[src/rtl/irq_seq_pkg.sv]
package irq_seq_pkg;
  localparam int PC_W = 16;

  typedef enum logic [3:0] {
    ST_IDLE,
    ST_WAKE,
    ST_XTRA,
    ST_PUSH_LO,
    ST_PUSH_HI,
    ST_ENT_WAIT,
    ST_VEC,
    ST_POP_HI,
    ST_POP_LO,
    ST_RET_WAIT,
    ST_RET_LD
  } seq_state_e;
endpackage

[src/rtl/irq_prio_pick.sv]
module irq_prio_pick #(
  parameter int NUM_IRQ = 8,
  parameter int IDX_W   = (NUM_IRQ > 1) ? $clog2(NUM_IRQ) : 1
) (
  input  logic [NUM_IRQ-1:0] req_i,
  output logic               any_o,
  output logic [IDX_W-1:0]   idx_o,
  output logic [NUM_IRQ-1:0] grant_o
);
  // below[g]: some lower index is requesting
  logic [NUM_IRQ:0] below;
  assign below[0] = 1'b0;

  for (genvar g = 0; g < NUM_IRQ; g++) begin : g_chain
    assign below[g+1]  = below[g] | req_i[g];
    assign grant_o[g]  = req_i[g] & ~below[g];
  end

  assign any_o = below[NUM_IRQ];

  always_comb begin
    idx_o = '0;
    for (int i = 0; i < NUM_IRQ; i++) begin
      if (grant_o[i]) idx_o = idx_o | IDX_W'(i);
    end
  end
endmodule

[src/rtl/irq_enable_gate.sv]
module irq_enable_gate (
  input  logic clk_i,
  input  logic rst_ni,
  input  logic gie_i,
  input  logic insn_done_i,
  output logic allow_o
);
  logic gie_q, hold_q, hold_d, rise;

  assign rise = gie_i & ~gie_q;

  // one completed instruction must pass after enable rises
  always_comb begin
    hold_d = hold_q;
    if (insn_done_i)  hold_d = 1'b0;
    else if (rise)    hold_d = 1'b1;
  end

  always_ff @(posedge clk_i or negedge rst_ni) begin
    if (!rst_ni) begin
      gie_q  <= 1'b0;
      hold_q <= 1'b0;
    end else begin
      gie_q  <= gie_i;
      hold_q <= hold_d;
    end
  end

  assign allow_o = gie_i & ~rise & ~hold_q;
endmodule

[src/rtl/irq_seq_ctrl.sv]
module irq_seq_ctrl
  import irq_seq_pkg::*;
#(
  parameter int          NUM_IRQ   = 8,
  parameter int          IDX_W     = 3,
  parameter int          SP_W      = 16,
  parameter logic [15:0] VEC_BASE  = 16'h0010,
  parameter int          WAKE_XTRA = 4
) (
  input  logic               clk_i,
  input  logic               rst_ni,
  input  logic               allow_i,
  input  logic               req_any_i,
  input  logic [IDX_W-1:0]   req_idx_i,
  input  logic [NUM_IRQ-1:0] req_grant_i,
  input  logic               insn_done_i,
  input  logic               sleep_i,
  input  logic               wake_ready_i,
  input  logic               reti_i,
  input  logic [PC_W-1:0]    pc_i,
  input  logic [SP_W-1:0]    sp_i,
  input  logic [7:0]         stk_rdata_i,
  output logic               busy_o,
  output logic [NUM_IRQ-1:0] irq_ack_o,
  output logic               stk_we_o,
  output logic               stk_re_o,
  output logic [SP_W-1:0]    stk_addr_o,
  output logic [7:0]         stk_wdata_o,
  output logic               sp_dec_o,
  output logic               sp_inc_o,
  output logic               pc_load_o,
  output logic [PC_W-1:0]    pc_load_val_o,
  output logic               gie_clr_o,
  output logic               gie_set_o
);
  localparam int CNT_W = (WAKE_XTRA > 1) ? $clog2(WAKE_XTRA) : 1;
  localparam logic [CNT_W-1:0] CNT_LAST = CNT_W'(WAKE_XTRA - 1);

  seq_state_e           state_q, state_d;
  logic [IDX_W-1:0]     idx_q;
  logic [NUM_IRQ-1:0]   grant_q;
  logic [PC_W-1:0]      pc_q;
  logic [CNT_W-1:0]     cnt_q;
  logic                 take;

  assign take = allow_i & req_any_i;

  always_comb begin
    state_d = state_q;
    unique case (state_q)
      ST_IDLE: begin
        if (reti_i)                    state_d = ST_POP_HI;
        else if (take && insn_done_i)  state_d = ST_PUSH_LO;
        else if (take && sleep_i)      state_d = ST_WAKE;
      end
      ST_WAKE:     if (wake_ready_i) state_d = ST_XTRA;
      ST_XTRA:     if (cnt_q == CNT_LAST) state_d = ST_PUSH_LO;
      ST_PUSH_LO:  state_d = ST_PUSH_HI;
      ST_PUSH_HI:  state_d = ST_ENT_WAIT;
      ST_ENT_WAIT: state_d = ST_VEC;
      ST_VEC:      state_d = ST_IDLE;
      ST_POP_HI:   state_d = ST_POP_LO;
      ST_POP_LO:   state_d = ST_RET_WAIT;
      ST_RET_WAIT: state_d = ST_RET_LD;
      ST_RET_LD:   state_d = ST_IDLE;
      default:     state_d = ST_IDLE;
    endcase
  end

  always_ff @(posedge clk_i or negedge rst_ni) begin
    if (!rst_ni) begin
      state_q <= ST_IDLE;
      idx_q   <= '0;
      grant_q <= '0;
      pc_q    <= '0;
      cnt_q   <= '0;
    end else begin
      state_q <= state_d;
      if (state_q == ST_IDLE && (state_d == ST_PUSH_LO || state_d == ST_WAKE)) begin
        idx_q   <= req_idx_i;
        grant_q <= req_grant_i;
        pc_q    <= pc_i;
      end
      if (state_q == ST_POP_HI) pc_q[15:8] <= stk_rdata_i;
      if (state_q == ST_POP_LO) pc_q[7:0]  <= stk_rdata_i;
      cnt_q <= (state_q == ST_XTRA) ? cnt_q + 1'b1 : '0;
    end
  end

  assign busy_o      = (state_q != ST_IDLE);
  assign stk_we_o    = (state_q == ST_PUSH_LO) | (state_q == ST_PUSH_HI);
  assign sp_dec_o    = (state_q == ST_PUSH_LO) | (state_q == ST_PUSH_HI);
  assign stk_re_o    = (state_q == ST_POP_HI)  | (state_q == ST_POP_LO);
  assign sp_inc_o    = (state_q == ST_POP_HI)  | (state_q == ST_POP_LO);
  assign stk_addr_o  = stk_re_o ? sp_i + 1'b1 : sp_i;
  assign stk_wdata_o = (state_q == ST_PUSH_HI) ? pc_q[15:8] : pc_q[7:0];
  assign irq_ack_o   = (state_q == ST_PUSH_LO) ? grant_q : '0;
  assign gie_clr_o   = (state_q == ST_PUSH_LO);
  assign gie_set_o   = (state_q == ST_RET_LD);
  assign pc_load_o   = (state_q == ST_VEC) | (state_q == ST_RET_LD);
  assign pc_load_val_o = (state_q == ST_RET_LD) ? pc_q : VEC_BASE + PC_W'(idx_q);
endmodule

[src/rtl/irq_entry_seq.sv]
module irq_entry_seq
  import irq_seq_pkg::*;
#(
  parameter int          NUM_IRQ   = 8,
  parameter int          SP_W      = 16,
  parameter logic [15:0] VEC_BASE  = 16'h0010,
  parameter int          WAKE_XTRA = 4
) (
  input  logic               clk_i,
  input  logic               rst_ni,
  input  logic               gie_i,
  input  logic [NUM_IRQ-1:0] irq_pend_i,
  input  logic               insn_done_i,
  input  logic               sleep_i,
  input  logic               wake_ready_i,
  input  logic               reti_i,
  input  logic [15:0]        pc_i,
  input  logic [SP_W-1:0]    sp_i,
  input  logic [7:0]         stk_rdata_i,
  output logic               busy_o,
  output logic [NUM_IRQ-1:0] irq_ack_o,
  output logic               stk_we_o,
  output logic               stk_re_o,
  output logic [SP_W-1:0]    stk_addr_o,
  output logic [7:0]         stk_wdata_o,
  output logic               sp_dec_o,
  output logic               sp_inc_o,
  output logic               pc_load_o,
  output logic [15:0]        pc_load_val_o,
  output logic               gie_clr_o,
  output logic               gie_set_o
);
  localparam int IDX_W = (NUM_IRQ > 1) ? $clog2(NUM_IRQ) : 1;

  logic               allow, req_any;
  logic [IDX_W-1:0]   req_idx;
  logic [NUM_IRQ-1:0] req_grant;

  irq_prio_pick #(.NUM_IRQ(NUM_IRQ), .IDX_W(IDX_W)) u_pick (
    .req_i   (irq_pend_i),
    .any_o   (req_any),
    .idx_o   (req_idx),
    .grant_o (req_grant)
  );

  irq_enable_gate u_gate (
    .clk_i       (clk_i),
    .rst_ni      (rst_ni),
    .gie_i       (gie_i),
    .insn_done_i (insn_done_i),
    .allow_o     (allow)
  );

  irq_seq_ctrl #(
    .NUM_IRQ(NUM_IRQ), .IDX_W(IDX_W), .SP_W(SP_W),
    .VEC_BASE(VEC_BASE), .WAKE_XTRA(WAKE_XTRA)
  ) u_ctrl (
    .clk_i         (clk_i),
    .rst_ni        (rst_ni),
    .allow_i       (allow),
    .req_any_i     (req_any),
    .req_idx_i     (req_idx),
    .req_grant_i   (req_grant),
    .insn_done_i   (insn_done_i),
    .sleep_i       (sleep_i),
    .wake_ready_i  (wake_ready_i),
    .reti_i        (reti_i),
    .pc_i          (pc_i),
    .sp_i          (sp_i),
    .stk_rdata_i   (stk_rdata_i),
    .busy_o        (busy_o),
    .irq_ack_o     (irq_ack_o),
    .stk_we_o      (stk_we_o),
    .stk_re_o      (stk_re_o),
    .stk_addr_o    (stk_addr_o),
    .stk_wdata_o   (stk_wdata_o),
    .sp_dec_o      (sp_dec_o),
    .sp_inc_o      (sp_inc_o),
    .pc_load_o     (pc_load_o),
    .pc_load_val_o (pc_load_val_o),
    .gie_clr_o     (gie_clr_o),
    .gie_set_o     (gie_set_o)
  );
endmodule

[config.mk]
export PLATFORM = sky130hd
export DESIGN_NAME = irq_entry_seq
export DESIGN_NICKNAME = d
export VERILOG_FILES = /design/src/rtl/irq_seq_pkg.sv /design/src/rtl/irq_prio_pick.sv /design/src/rtl/irq_enable_gate.sv /design/src/rtl/irq_seq_ctrl.sv /design/src/rtl/irq_entry_seq.sv
export SDC_FILE = /design/constraint.sdc
export NUM_CORES = 1
export LEC_CHECK = 0
export ABC_CLOCK_PERIOD_IN_PS = 1850
export CAP_MARGIN = 10
export CORE_ASPECT_RATIO = 1.2
export CORE_UTILIZATION = 39
export DETAILED_ROUTE_END_ITERATION = 8
export PLACE_DENSITY = 0.78
export SLEW_MARGIN = 15
export SYNTH_ARGS = -nofsm -noshare
export SYNTH_HDL_FRONTEND = slang
export SYNTH_SLANG_ARGS = --single-unit
[constraint.sdc]
create_clock -name clk_i -period 1.85 [get_ports clk_i]
set_clock_uncertainty 0.05 [all_clocks]
set_input_delay 0.185 -clock clk_i [delete_from_list [all_inputs] [get_ports clk_i]]
set_output_delay 0.185 -clock clk_i [all_outputs]
set_load 0.01 [all_outputs]
==> results.py <==
metrics = {
    "outcome": {
        "status": "complete, but fails checks",
        "violations": "negative setup slack",
    },
    "drt": {
        "first_pass_iters": 5,
        "dr_total_vias": 3396,
        "wl_per_cell_um": 20.5,
        "drc": 0,
        "vias_per_cell": 5.99,
        "ant_nets": 0,
        "routed_wl_um": 11600,
        "drtIter0Drc": 342,
    },
    "final_layout": {
        "nNetsFinal": 541,
        "drive_above_1_share": 0.542,
        "antennaDiodeCount": 0,
        "area_growth_pct": 99.6,
        "regArea_um2": 881,
        "stdcell_area_um2": 5080,
        "fill_cells": 322,
        "multiInputGateArea_um2": 1950,
    },
    "run": {
        "maxCapViolations": 0,
    },
    "grt": {
        "grt_usage": 0.298,
        "grt_max_degree": 36,
        "antenna_found_initial": 0,
        "grt_pass1_vias": 3240,
        "grt_remaining_overflow": 0,
        "grt_pass1_wl_um": 15600,
    },
    "placement": {
        "dp_hpwl_um": 6280,
        "gp_congestion": 0.842,
        "io_buffers": 110,
        "place_area_um2": 4170,
        "preCtsSetupSlack_ns": -0.541,
    },
    "power_and_ir_drop": {
        "power_density_nw_per_um2": 1310,
        "p_leak_nw": 2.28,
        "p_switching_mw": 2.79,
        "swShare": 0.419,
        "p_comb_frac": 0.678,
        "ir_worst_vdd_uv": 985,
        "seq_power_share": 0.212,
        "power.internal_mw": 3.88,
        "clkPwrFrac": 0.110,
    },
    "yosys": {
        "ys.flop_type": "dfrtp_1",
        "netlist_area_um2": 2550,
        "synth-edff-count": 0,
        "synthArstFlopShare": 1.00,
        "synth_cell_types": 54,
        "ys_warn_count": 0,
        "ys_seq_elements": 35,
        "synth_area_per_cell_um2": 9.03,
        "synth_nets": 339,
        "yosysSeqAreaShare": 0.344,
        "syn-instance-count": 282,
    },
    "timing": {
        "finalWorstSetupSlack_ns": -0.478,
        "slew_headroom": 0.663,
        "rsz0062_at_grt": "yes",
        "drv_slew": 0,
        "period_minus_slack_ns": 2.33,
        "worst_slew_pin_slew_ns": 0.503,
        "fmax_mhz": 429,
        "post-route-period-util": 1.26,
        "setup_viol": 79,
        "finalHoldViolations": 0,
    },
    "clock_network": {
        "path_clk_slew_ns": 0.08,
        "clock-sinks": 35,
        "cts_made_buffers": 5,
        "h-tree-depth": 2,
        "cts_tree": "yes",
        "cts_buffer_depth": 2,
        "cts-root-buf": "clkbuf_8",
        "clk_latency_ns": 0.30,
    },
    "die": {
        "die_h_um": 90.5,
        "die-width_um": 75.8,
        "initial_utilization": 0.413,
        "rows": 31,
        "core_um2": 6170,
        "dieArea_um2": 6860,
        "ios": 111,
    },
    "worst_setup_path": {
        "r2r_setup_slack_ns": -0.27,
        "cp.arrival_ns": 2.09,
        "path_max_fanout": 4,
        "start_kind": "flop",
        "cp-end-kind": "primary output",
        "critPathRequiredTime_ns": 1.62,
        "worst-setup-path-type": "reg2out",
    },
    "hold_path": {
        "hold_path_class": "in2async",
    },
}
registers in the layout (all words and copies together), names as in the netlist:
signal	count
u_ctrl.cnt_q	2
u_ctrl.grant_q	8
u_ctrl.idx_q	3
u_ctrl.pc_q	16
u_ctrl.state_q	4
u_gate.gie_q	1
u_gate.hold_q	1
worst paths after layout:
path                                   start           endpoint  depth (start not counted)
hold reg to reg              u_ctrl.cnt_q[0]    u_ctrl.cnt_q[0]                          1
hold / removal                        rst_ni     u_ctrl.pc_q[1]                          2
max in group asynchronous             rst_ni  u_ctrl.state_q[1]                          2
min in group clk_i                     gie_i       u_gate.gie_q                          1
setup reg to reg           u_ctrl.state_q[3]     u_ctrl.pc_q[0]                          8
setup / recovery           u_ctrl.state_q[3]     stk_addr_o[15]                          6
per-stage QoR:
step / total power, mW / instances / util / hold WS (ns) / setup TNS [ns]
2_1_floorplan: 2.83 / 282 / - / -0.161 / 0
3_3_place_gp: 4.13 / 518 / 0.677 / 0.373 / -13.65
3_5_place_dp: 4.22 / 518 / 0.677 / 0.388 / -15.68
4_1_cts: 5.79 / 557 / 0.754 / 0.284 / -12.50
5_1_grt: 6.92 / 567 / 0.825 / 0.302 / -19.78
6_report: 6.67 / 567 / 0.825 / 0.255 / -17.10
per-layer routing:
layer,track usage,vias up,part of all wire
met1,0.347,1637,0.37
li1,-,1457,-
met3,0.0569,45,0.074
met5,0,-,0
met4,0.154,0,0.038
met2,0.501,257,0.52
timing repair:
| item | CTS | global route |
|---|---|---|
| setup buffers | 27 | 15 |
| gates resized for setup | 298 | 107 |
| endpoints found under the setup margin | 81 | 83 |
| hold buffers | 0 | 0 |
| pin swaps | 60 | 26 |
| gates cloned | 4 | 0 |
synth_stat cells (3+ instances only):
library cell | count | area [µm²]
inv_1 | 6 | 22.5
and3_1 | 4 | 25.0
o31ai_1 | 21 | 158
nor2b_1 | 3 | 18.8
nand2_1 | 10 | 37.5
clkbuf_1 | 5 | 18.8
nand4_1 | 22 | 138
a21oi_1 | 6 | 30.0
xor2_1 | 5 | 43.8
and2_1 | 19 | 119
nor4_1 | 3 | 18.8
buf_2 | 12 | 60.1
nor2_1 | 31 | 116
nand3_1 | 4 | 20.0
nand2b_1 | 3 | 18.8
mux2_4 | 5 | 75.1
a31oi_1 | 16 | 100
mux2_2 | 13 | 146
o21ai_0 | 8 | 40.0
xnor2_1 | 10 | 87.6
dfrtp_1 | 35 | 876
cells in the final DEF (no fill, tap or decap), types with 3 or more instances in the layout:
cell,count
buf_6,80
buf_4,62
clkdlybuf4s50_1,54
dfrtp_1,31
nor2_1,24
nand4_1,22
and2_4,19
mux2_4,17
buf_2,17
a31oi_1,16
o31ai_1,11
nand2_1,7
a21oi_1,6
xnor2_1,6
o31ai_2,6
inv_1,5
clkbuf_8,5
or2_4,4
o21ai_0,4
nor2_4,4
nor2_2,4
xor2_1,4
xnor2_2,4
o31ai_4,4
dfrtp_2,4
nor2b_1,3
and3_1,3
nand3_1,3
power groups by stage:
| stage | Sequential [mW] | Combinational, mW | Clock (mW) |
|---|---|---|---|
| global placement | 1.28 | 2.85 | 0 |
| detailed placement | 1.31 | 2.91 | 0 |
| global route | 1.44 | 4.71 | 0.765 |
| finish | 1.41 | 4.52 | 0.734 |
| CTS | 1.33 | 3.75 | 0.706 |
| floorplan | 1.23 | 1.60 | 0 |
area by class of cell:
| type | instances | share of cell area |
|---|---|---|
| clock inverters | 3 | 0.00861 |
| well taps | 82 | 0.0202 |
| clock buffers | 5 | 0.0135 |
| flip-flops and latches | 35 | 0.173 |
| repair buffers | 215 | 0.397 |
| multi-input cells | 221 | 0.383 |
| inverters | 6 | 0.00443 |
worst max-delay path, stage by stage (launching register included):
cell and delay [ns]:
dfrtp_2 0.46, buf_6 0.13, and4b_2 0.32, o211a_1 0.21
or3b_4 0.40, xnor2_2 0.13, buf_2 0.14
kinds of logic after synthesis:
group / Yosys count / share of synthesized area
buf+inv: 28 / 0.0535
simple gates: 119 / 0.274
flops: 35 / 0.344
xor+xnor: 15 / 0.0516
mux: 19 / 0.0909
fa+ha+maj: 2 / 0.00982
compound gates: 64 / 0.176
Power figures use the tool's default switching activity.
